==> config.mk <==
export PLATFORM = sky130hd
export DESIGN_NAME = evcap_timer
export DESIGN_NICKNAME = d
export VERILOG_FILES = /design/src/rtl/evcap_pkg.sv /design/src/rtl/evcap_edge.sv /design/src/rtl/evcap_core.sv /design/src/rtl/evcap_timer.sv
export SDC_FILE = /design/constraint.sdc
export NUM_CORES = 1
export LEC_CHECK = 0
export BUFFER_PORTS_ARGS = -buffer_cell sky130_fd_sc_hd__buf_2
export CORE_ASPECT_RATIO = 1.5
export CORE_UTILIZATION = 40
export DETAILED_ROUTE_END_ITERATION = 10
export MAX_ROUTING_LAYER = met4
export SLEW_MARGIN = 10
export SYNTH_ARGS = -nofsm -noshare
export SYNTH_HDL_FRONTEND = slang
export SYNTH_SLANG_ARGS = --single-unit
==> constraint.sdc <==
create_clock -name clk -period 3.3 [get_ports clk]
set_clock_uncertainty 0.1 [all_clocks]
set_input_delay 0 -clock clk [delete_from_list [all_inputs] [get_ports clk]]
set_output_delay 0 -clock clk [all_outputs]
set_load 0.005 [all_outputs]
==> src/rtl/evcap_pkg.sv <==
// Package evcap_pkg: register addresses and control-bit positions shared
// by the capture counter and its bench. Assumes a 2-bit register address.
package evcap_pkg;
    typedef enum logic [1:0] {
        REG_CTRL    = 2'd0,
        REG_SWSTORE = 2'd1,
        REG_IMAGE   = 2'd2,
        REG_COUNT   = 2'd3
    } reg_addr_e;

    localparam int CB_RUN     = 0;
    localparam int CB_CLEAR   = 1;
    localparam int CB_FREEZE  = 2;
    localparam int CB_EN_PIN  = 3;
    localparam int CB_EN_LOG  = 4;
    localparam int CB_EN_SW   = 5;
    localparam int CB_ACK     = 6;
    localparam int CB_PENDING = 7;
    localparam int CTRL_W     = 8;
    localparam int NUM_EXT    = 2;
endpackage

==> src/rtl/evcap_edge.sv <==
// Module evcap_edge: brings an asynchronous event line into the clock
// domain through a synchroniser chain and emits a one-cycle pulse on each
// rising edge. Assumes STAGES >= 1 and that the line holds each level for
// at least one clock.
module evcap_edge #(
    parameter int STAGES = 2
) (
    input  logic clk,
    input  logic rst_n,
    input  logic async_i,
    output logic rise_o
);
    localparam int MSB = STAGES - 1;

    logic [MSB:0] sync_q;
    logic         prev_q;

    generate
        if (STAGES == 1) begin : g_single
            // Purpose: single-stage capture of the input line.
            always_ff @(posedge clk) begin
                if (!rst_n) sync_q <= '0;
                else        sync_q <= async_i;
            end
        end else begin : g_chain
            // Purpose: shift the input line through the synchroniser chain.
            always_ff @(posedge clk) begin
                if (!rst_n) sync_q <= '0;
                else        sync_q <= {sync_q[MSB-1:0], async_i};
            end
        end
    endgenerate

    // Purpose: remember the last synchronised level for edge detection.
    always_ff @(posedge clk) begin
        if (!rst_n) prev_q <= 1'b0;
        else        prev_q <= sync_q[MSB];
    end

    assign rise_o = sync_q[MSB] & ~prev_q;
endmodule

==> src/rtl/evcap_core.sv <==
// Module evcap_core: the running counter, the image register, the freeze
// acknowledge and the pending snapshot. Assumes clr_i, cap_i and the
// freeze request are already synchronous single-clock signals.
module evcap_core #(
    parameter int CNT_W = 16
) (
    input  logic             clk,
    input  logic             rst_n,
    input  logic             run_i,
    input  logic             clr_i,
    input  logic             cap_i,
    input  logic             frz_req_i,
    output logic [CNT_W-1:0] cnt_o,
    output logic [CNT_W-1:0] img_o,
    output logic             ack_o,
    output logic             pend_o
);
    logic [CNT_W-1:0] cnt_q;
    logic [CNT_W-1:0] img_q;
    logic [CNT_W-1:0] pval_q;
    logic             ack_q;
    logic             pend_q;

    // Purpose: free-running counter, cleared by the clear strobe.
    always_ff @(posedge clk) begin
        if (!rst_n || clr_i) cnt_q <= '0;
        else if (run_i)      cnt_q <= cnt_q + 1'b1;
    end

    // Purpose: acknowledge tracks the freeze request one clock later.
    always_ff @(posedge clk) begin
        if (!rst_n) ack_q <= 1'b0;
        else        ack_q <= frz_req_i;
    end

    // Purpose: snapshot into image, or into the pending slot when frozen.
    always_ff @(posedge clk) begin
        if (!rst_n || clr_i) begin
            img_q  <= '0;
            pval_q <= '0;
            pend_q <= 1'b0;
        end else if (cap_i) begin
            if (ack_q) begin
                pval_q <= cnt_q;
                pend_q <= 1'b1;
            end else begin
                img_q  <= cnt_q;
                pend_q <= 1'b0;
            end
        end else if (pend_q && !ack_q) begin
            img_q  <= pval_q;
            pend_q <= 1'b0;
        end
    end

    assign cnt_o  = cnt_q;
    assign img_o  = img_q;
    assign ack_o  = ack_q;
    assign pend_o = pend_q;
endmodule

==> src/rtl/evcap_timer.sv <==
// Module evcap_timer: top level of the capture counter. It holds the
// control register, decodes bus writes into strobes, synchronises the two
// external event lines and muxes read data. Assumes CNT_W >= 8 so that the
// control byte fits in a read word.
module evcap_timer
    import evcap_pkg::*;
#(
    parameter int CNT_W       = 16,
    parameter int SYNC_STAGES = 2
) (
    input  logic             clk,
    input  logic             rst_n,
    input  logic             pin_evt_i,
    input  logic             logic_evt_i,
    input  logic             bus_wr_i,
    input  logic [1:0]       bus_addr_i,
    input  logic [CNT_W-1:0] bus_wdata_i,
    output logic [CNT_W-1:0] bus_rdata_o
);
    localparam int NSRC = NUM_EXT + 1;

    logic             run_q;
    logic             frz_req_q;
    logic [NSRC-1:0]  en_q;
    logic             sw_stb_q;
    logic             clr_stb;
    logic             wr_ctrl;
    logic             wr_sw;
    logic [NUM_EXT-1:0] ext_raw;
    logic [NUM_EXT-1:0] ext_rise;
    logic             cap_any;
    logic [CNT_W-1:0] cnt_q;
    logic [CNT_W-1:0] img_q;
    logic             ack_q;
    logic             pend_q;

    assign wr_ctrl = bus_wr_i && (bus_addr_i == REG_CTRL);
    assign wr_sw   = bus_wr_i && (bus_addr_i == REG_SWSTORE);
    assign clr_stb = wr_ctrl && bus_wdata_i[CB_CLEAR];

    // Purpose: control register holding run, freeze request and enables.
    always_ff @(posedge clk) begin
        if (!rst_n) begin
            run_q     <= 1'b0;
            frz_req_q <= 1'b0;
            en_q      <= '0;
        end else if (wr_ctrl) begin
            run_q     <= bus_wdata_i[CB_RUN];
            frz_req_q <= bus_wdata_i[CB_FREEZE];
            en_q      <= bus_wdata_i[CB_EN_SW:CB_EN_PIN];
        end
    end

    // Purpose: one-clock software store strobe, gated by its enable.
    always_ff @(posedge clk) begin
        if (!rst_n) sw_stb_q <= 1'b0;
        else        sw_stb_q <= wr_sw && bus_wdata_i[0] && en_q[NSRC-1];
    end

    assign ext_raw = {logic_evt_i, pin_evt_i};

    generate
        for (genvar g = 0; g < NUM_EXT; g++) begin : g_src
            evcap_edge #(.STAGES(SYNC_STAGES)) u_edge (
                .clk     (clk),
                .rst_n   (rst_n),
                .async_i (ext_raw[g]),
                .rise_o  (ext_rise[g])
            );
        end
    endgenerate

    assign cap_any = |(ext_rise & en_q[NUM_EXT-1:0]) | sw_stb_q;

    evcap_core #(.CNT_W(CNT_W)) u_core (
        .clk       (clk),
        .rst_n     (rst_n),
        .run_i     (run_q),
        .clr_i     (clr_stb),
        .cap_i     (cap_any),
        .frz_req_i (frz_req_q),
        .cnt_o     (cnt_q),
        .img_o     (img_q),
        .ack_o     (ack_q),
        .pend_o    (pend_q)
    );

    // Purpose: read-data multiplexer over the four registers.
    always_comb begin
        bus_rdata_o = '0;
        case (bus_addr_i)
            REG_CTRL: begin
                bus_rdata_o[CB_RUN]              = run_q;
                bus_rdata_o[CB_FREEZE]           = frz_req_q;
                bus_rdata_o[CB_EN_SW:CB_EN_PIN]  = en_q;
                bus_rdata_o[CB_ACK]              = ack_q;
                bus_rdata_o[CB_PENDING]          = pend_q;
            end
            REG_IMAGE: bus_rdata_o = img_q;
            REG_COUNT: bus_rdata_o = cnt_q;
            default:   bus_rdata_o = '0;
        endcase
    end
endmodule

Yosys cells after proc, flatten, opt, wreduce, memory -nomap -nowiden
Cells that the tools add are included.
{ "word_totals": {"input_bits": 23, "elab_cells": 48, "output_inout_bits": 16, "register_bits": 62} }
{ "classes": {"mux": 10, "bitwise": 6, "n_addsub": 1, "eq_ne": 4, "reduce_logical": 14} }
{ "op_table": {"columns": ["op", "n"], "rows": [
  ["two-way mux 16 bit", 3],
  ["case mux 6 bit (3 select lines)", 1],
  ["adder 16 x 1 -> 16 bit (second input constant)", 1],
  ["case mux 8 bit (2 select lines)", 1],
  ["logical AND 1 bit", 6],
  ["equality test 2 bit (second input constant)", 2],
  ["AND reduction 2 bit", 2],
  ["two-way mux 1 bit", 3],
  ["case mux 1 bit (3 select lines)", 1],
  ["AND 1 bit", 2],
  ["AND 2 bit", 1],
  ["equality test 2 x 1 -> 1 bit (second input constant)", 1],
  ["logical NOT 1 bit", 2],
  ["logical NOT 2 bit", 1],
  ["!= test 2 bit (second input constant)", 1],
  ["NOT 1 bit", 2],
  ["case mux 1 bit (2 select lines)", 1],
  ["nonzero test 2 bit", 1],
  ["OR reduction 2 bit", 1],
  ["logical OR 1 bit", 1],
  ["bitwise OR 1 bit", 1]
]} }

Longest topological paths before layout
{ "depth": {"ltp_word": 7, "mapped_depth": 7, "ltp_nobuf": 5} }

Hierarchy
A second synthesis with hierarchy kept.
{ "hier_totals": {"cells_unflattened": 308, "hier_area_um2": 2846.5} }
{ "by_module_without_submodules": {"columns": ["mod", "cells_per_inst", "seq_area_each_um2", "area_each_um2", "instances"], "rows": [
  ["evcap_core", 229, 1001.0, 2049.5, 1],
  ["evcap_timer", 65, 120.1, 611.8, 1],
  ["evcap_edge", 7, 60.1, 92.6, 2]
]} }

Worst setup path before layout
OpenSTA, ideal clock, no wires.
{ "synth_timing": {"path_kind": "reg-to-reg", "from": "register en_q[1]", "to": "register u_core.img_q[0], in the netlist u_core.img_o[0]", "required_ps": 3075, "n_path_buf": 1, "synth_period_minus_slack_ps": 1469, "slack_ps": 1831, "setup_ps": 125, "t_arrival_ps": 1243, "stages_incl_launch_ff": 6, "path_cell_list": "dfxtp_1 and3b_4 o41a_1 buf_6 o21ai_1 nor3_1"} }
{ "synth_via": {"elab_chain_cells": 5, "elab_cells_between_ends": 7, "cone_classes": "eq/ne: 1; mux: 1; bitwise: 2; reduce/logical: 3"} }
{ "synth_rtl": {"columns": ["element", "line_no", "source"], "rows": [
  ["from (decl)", "evcap_timer.sv:24", "logic [NSRC-1:0] en_q;"],
  ["from (signal assigned)", "evcap_timer.sv:50", "en_q <= bus_wdata_i[CB_EN_SW:CB_EN_PIN];"],
  ["AND 2 bit *", "evcap_timer.sv:73", "assign cap_any = |(ext_rise & en_q[NUM_EXT-1:0]) | sw_stb_q;"],
  ["OR reduction 2 bit *", "evcap_timer.sv:73", null],
  ["bitwise OR 1 bit *", "evcap_timer.sv:73", null],
  ["!= test 2 bit (no source line) or nonzero test 2 bit (tied branches)", null, null],
  ["AND reduction 2 bit (no source line)", null, null],
  ["to (signal assigned)", "evcap_core.sv:47", "img_q <= cnt_q;"],
  ["to (signal assigned)", "evcap_core.sv:51", "img_q <= pval_q;"],
  ["to (decl)", "evcap_core.sv:19", "logic [CNT_W-1:0] img_q;"]
]} }
Every way passes the cells marked *; elsewhere a longest branch is shown, timed or not.
A chain may end at the register's enable or synchronous reset.

Worst setup path in the final report
{ "layout_timing": {"from": "register en_q[0]", "to": "register u_core.img_q[13], in the netlist u_core.img_o[13]"} }
Same word-level chain as after synthesis.

==> flow_metrics.tcl <==
set metrics [dict create \
    max_freq_ghz 0.529 \
    synth_nets 351 \
    setup.worst_path.class "flop to flop" \
    design.die.area_sq_um 7770 \
    totalWireLength_mm 6.63 \
    area_of_the_multi_input_gates_sq_um 1530 \
    run_status "completed" \
    clkTransAtPathRegs_ns 0.07 \
    hold_fails_final_rpt 0 \
    peak_ir_drop_on_the_vdd_network_mv 0.292 \
    grt_pass1_wl_mm 11.2 \
    antenna_cells_inserted 0 \
    combinational_power_share_pct 5.8 \
    seqCellArea_sq_um 1240 \
    cts_post_setup_buffers_inserted 0 \
    avgRoutedWirePerCell_microns 14.3 \
    synth_top_family_by_area "simple AND/OR/NAND/NOR gates" \
    routed-via-count 2391 \
    ctsRootBufferMaster "sky130_fd_sc_hd__clkbuf_8" \
    share_of_total_power_consumed_by_net_switching_pct 23.5 \
    synth_compound_area_share_pct 11.0 \
    max-clock-path-buffers 2 \
    synthAdderAreaFrac_pct 0.422 \
    nets 383 \
    drive_gt1_share_pct 17.4 \
    arrival_ns 2.05 \
    synthFlopType "sky130_fd_sc_hd__dfxtp_1" \
    globalRoute.totalOverflow 0 \
    yosys.area_share.xor_xnor_pct 3.25 \
    totalNegativeSetupSlack_ns 0 \
    power.share.clock_pct 41.3 \
    cell_internal_pwr_mw 1.10 \
    die-height_microns 107 \
    tritoncts.num_buffers 9 \
    rows 38 \
    final.hold.worst_slack_ns 0.0220 \
    dieWidth_microns 72.3 \
    yosysTopAreaCellShare_pct 41.9 \
    synth.top_cells.by_count "62 x sky130_fd_sc_hd__dfxtp_1, 36 x sky130_fd_sc_hd__nor3_1, 32 x sky130_fd_sc_hd__nand2_1, 20 x sky130_fd_sc_hd__nand3_1, 18 x sky130_fd_sc_hd__o21ai_0" \
    netlist_instances 327 \
    worst-endpoint-required_ns 3.46 \
    ys_seq_elements 62 \
    power_leakage_nw 1.33 \
    detail_route.vias_per_cell 5.16 \
    rsz0062_at_grt "no" \
    final_min_period_over_clock_period_pct 57.3 \
    post-synth-top-area-cell "sky130_fd_sc_hd__dfxtp_1" \
    hold_class "input pin to flop" \
    place_inst 433 \
    synth_cell_types 42 \
    globalplace.congestion 0.720 \
    maximum_capacitance_violations 0 \
    timing.critical_path.to_type "flop" \
    grt_start_max_net_pins 35 \
    number_of_antenna_violations_at_the_first_check_in_global_routing 0 \
    crit_fanout 16 \
    start_util_pct 41.0 \
    most_repeated_cell_in_the_gate_level_netlist_after_synthesis "sky130_fd_sc_hd__dfxtp_1" \
    synth_edf_count 0 \
    mappedNetlistArea_sq_um 2970 \
    synth_mux_area_share_pct 7.38 \
    drt_pre_antenna_iters 5 \
    layout-area-overhead-vs-synth_pct 15.4 \
    final_cell_area_sq_um 3420 \
    p_switching_mw 0.339 \
    first_global_vias 2293 \
    clkLatencyLatePin_ns 0.34 \
    ctsHtreeMaxLevel 3 \
    seq_power_share_pct 52.9 \
    critPathLaunchType "flop" \
    core_region_area_sq_um 7230 \
    post-route-min-period_ns 1.89 \
    placement.io_buffers 28 \
    slew_headroom_pct 46.7 \
    synth-simple-area-share_pct 29.7 \
    synth-async-reset-ratio_pct 0 \
    clock_sink_count 62 \
    num_io_pins 39 \
    route.detailed.drc 0 \
    antenna_left 0 \
    num-fill-cells 742 \
    timing_worst_slew_pin_value_ns 0.799 \
    synth_area_per_cell_sq_um 9.07 \
    detailedRoute.firstIterationViolations 106 \
    layout.cells.non_filler 463 \
    portion_of_the_post_synthesis_area_used_by_sequential_elements_pct 41.9 \
    grt.total_usage_pct 19.5 \
    dp_hpwl_mm 4.05 \
    synth.yosys.warnings 0 \
    timing_max_transition_violations_final 0 \
    power_density_nw_per_um2 421 \
    setup_viol 0 \
    synthTopCellsByArea "sky130_fd_sc_hd__dfxtp_1 42%, sky130_fd_sc_hd__nor3_1 6.1%, sky130_fd_sc_hd__mux2i_1 4.7%" \
    tritoncts "done" \
    placedInstanceArea_sq_um 3100 \
]
## repair_timing
item,4_1_cts,5_1_grt
hold buffers,15,0
gates resized for setup,0,0
hold endpoints to repair,13,0
## final timing paths
check | start | slack [ns] | cells after the start | endpoint
max | en_q[0] | 1.41 | 4 | u_core.img_o[13]
min | bus_wr_i | 0.02 | 4 | en_q[2]
max reg2reg | en_q[0] | 1.41 | 4 | u_core.img_o[13]
min reg2reg | g_src[0].u_edge.sync_q[0] | 0.34 | 1 | g_src[0].u_edge.sync_q[1]
## worst max-delay path, stage by stage, from the launching register on
cell	delay (ns)
sky130_fd_sc_hd__dfxtp_1	0.36
sky130_fd_sc_hd__and3b_1	0.31
sky130_fd_sc_hd__o41a_1	0.69
sky130_fd_sc_hd__o21ai_0	0.18
sky130_fd_sc_hd__nor3_1	0.18
## power groups by stage
stage          clock, mW  sequential, mW  combinational [mW]
2_1_floorplan          0           0.777              0.0587
5_1_grt            0.641           0.763              0.0927
3_5_place_dp           0           0.779              0.0727
3_3_place_gp           0           0.779              0.0721
4_1_cts            0.611           0.762              0.0842
6_report           0.595           0.762              0.0840
## state kept, by name, summed over array words and instances, names as in the netlist, 2 cells and up
signal,count
g_src.u_edge.sync_q,4
u_core.cnt_o,16
u_core.pval_q,16
g_src.u_edge.prev_q,2
en_q,3
u_core.img_o,16
## area by class of cell
class,instances,share of cell area (%)
well taps,100,3.66
clock inverters,3,0.585
clock buffers,12,4.53
inverters,5,0.548
multi-input cells,233,44.8
repair buffers,48,9.58
flip-flops and latches,62,36.3
## cell usage in the layout (no fill, tap or decap), types with 2 or more instances in the layout
cell type,synthesis,layout
sky130_fd_sc_hd__buf_4,1,5
sky130_fd_sc_hd__clkbuf_8,0,11
sky130_fd_sc_hd__xnor2_1,8,8
sky130_fd_sc_hd__o21ai_1,11,11
sky130_fd_sc_hd__a22o_1,7,7
sky130_fd_sc_hd__nand3_1,20,20
sky130_fd_sc_hd__o21ai_0,18,18
sky130_fd_sc_hd__a21boi_0,5,5
sky130_fd_sc_hd__dfxtp_1,62,62
sky130_fd_sc_hd__buf_2,7,28
sky130_fd_sc_hd__mux2_2,7,7
sky130_fd_sc_hd__clkinvlp_4,0,2
sky130_fd_sc_hd__nor2b_1,9,9
sky130_fd_sc_hd__nand4_1,2,2
sky130_fd_sc_hd__nor4b_1,16,16
sky130_fd_sc_hd__nand2b_1,3,3
sky130_fd_sc_hd__o31ai_1,3,3
sky130_fd_sc_hd__nor2_1,15,15
sky130_fd_sc_hd__nor3_1,36,36
sky130_fd_sc_hd__nand2_1,32,32
sky130_fd_sc_hd__mux2i_1,14,14
sky130_fd_sc_hd__nor4_1,2,2
sky130_fd_sc_hd__xor2_1,3,3
sky130_fd_sc_hd__and2_1,7,7
sky130_fd_sc_hd__inv_1,4,4
sky130_fd_sc_hd__dlygate4sd3_1,0,15
## through the flow
step           worst slack [ns]  total power, mW  utilization [%]
6_report                   1.41             1.44             47.4
5_1_grt                    1.22             1.50             47.4
4_1_cts                    1.39             1.46             47.4
3_5_place_dp               1.25            0.852             42.8
3_3_place_gp               1.28            0.851             42.8
2_1_floorplan              1.83            0.836                -
## per-layer routing
metal,vias up,global-route usage (%),wire length (microns)
met1,1116,22.6,3040
met3,11,3.37,174
met4,0,7.98,111
met2,40,33.0,3300
met5,-,-,0
li1,1224,-,-
## kinds of logic (layout without fill, tap and decap cells)
logic type / count (synthesis) / in the layout
simple gates: 152 / 152
mux: 21 / 21
buf+inv: 32 / 68
xor+xnor: 11 / 11
compound gates: 48 / 48
flops: 62 / 62
fa+ha+maj: 1 / 1
(Power assumes the default switching activity.)
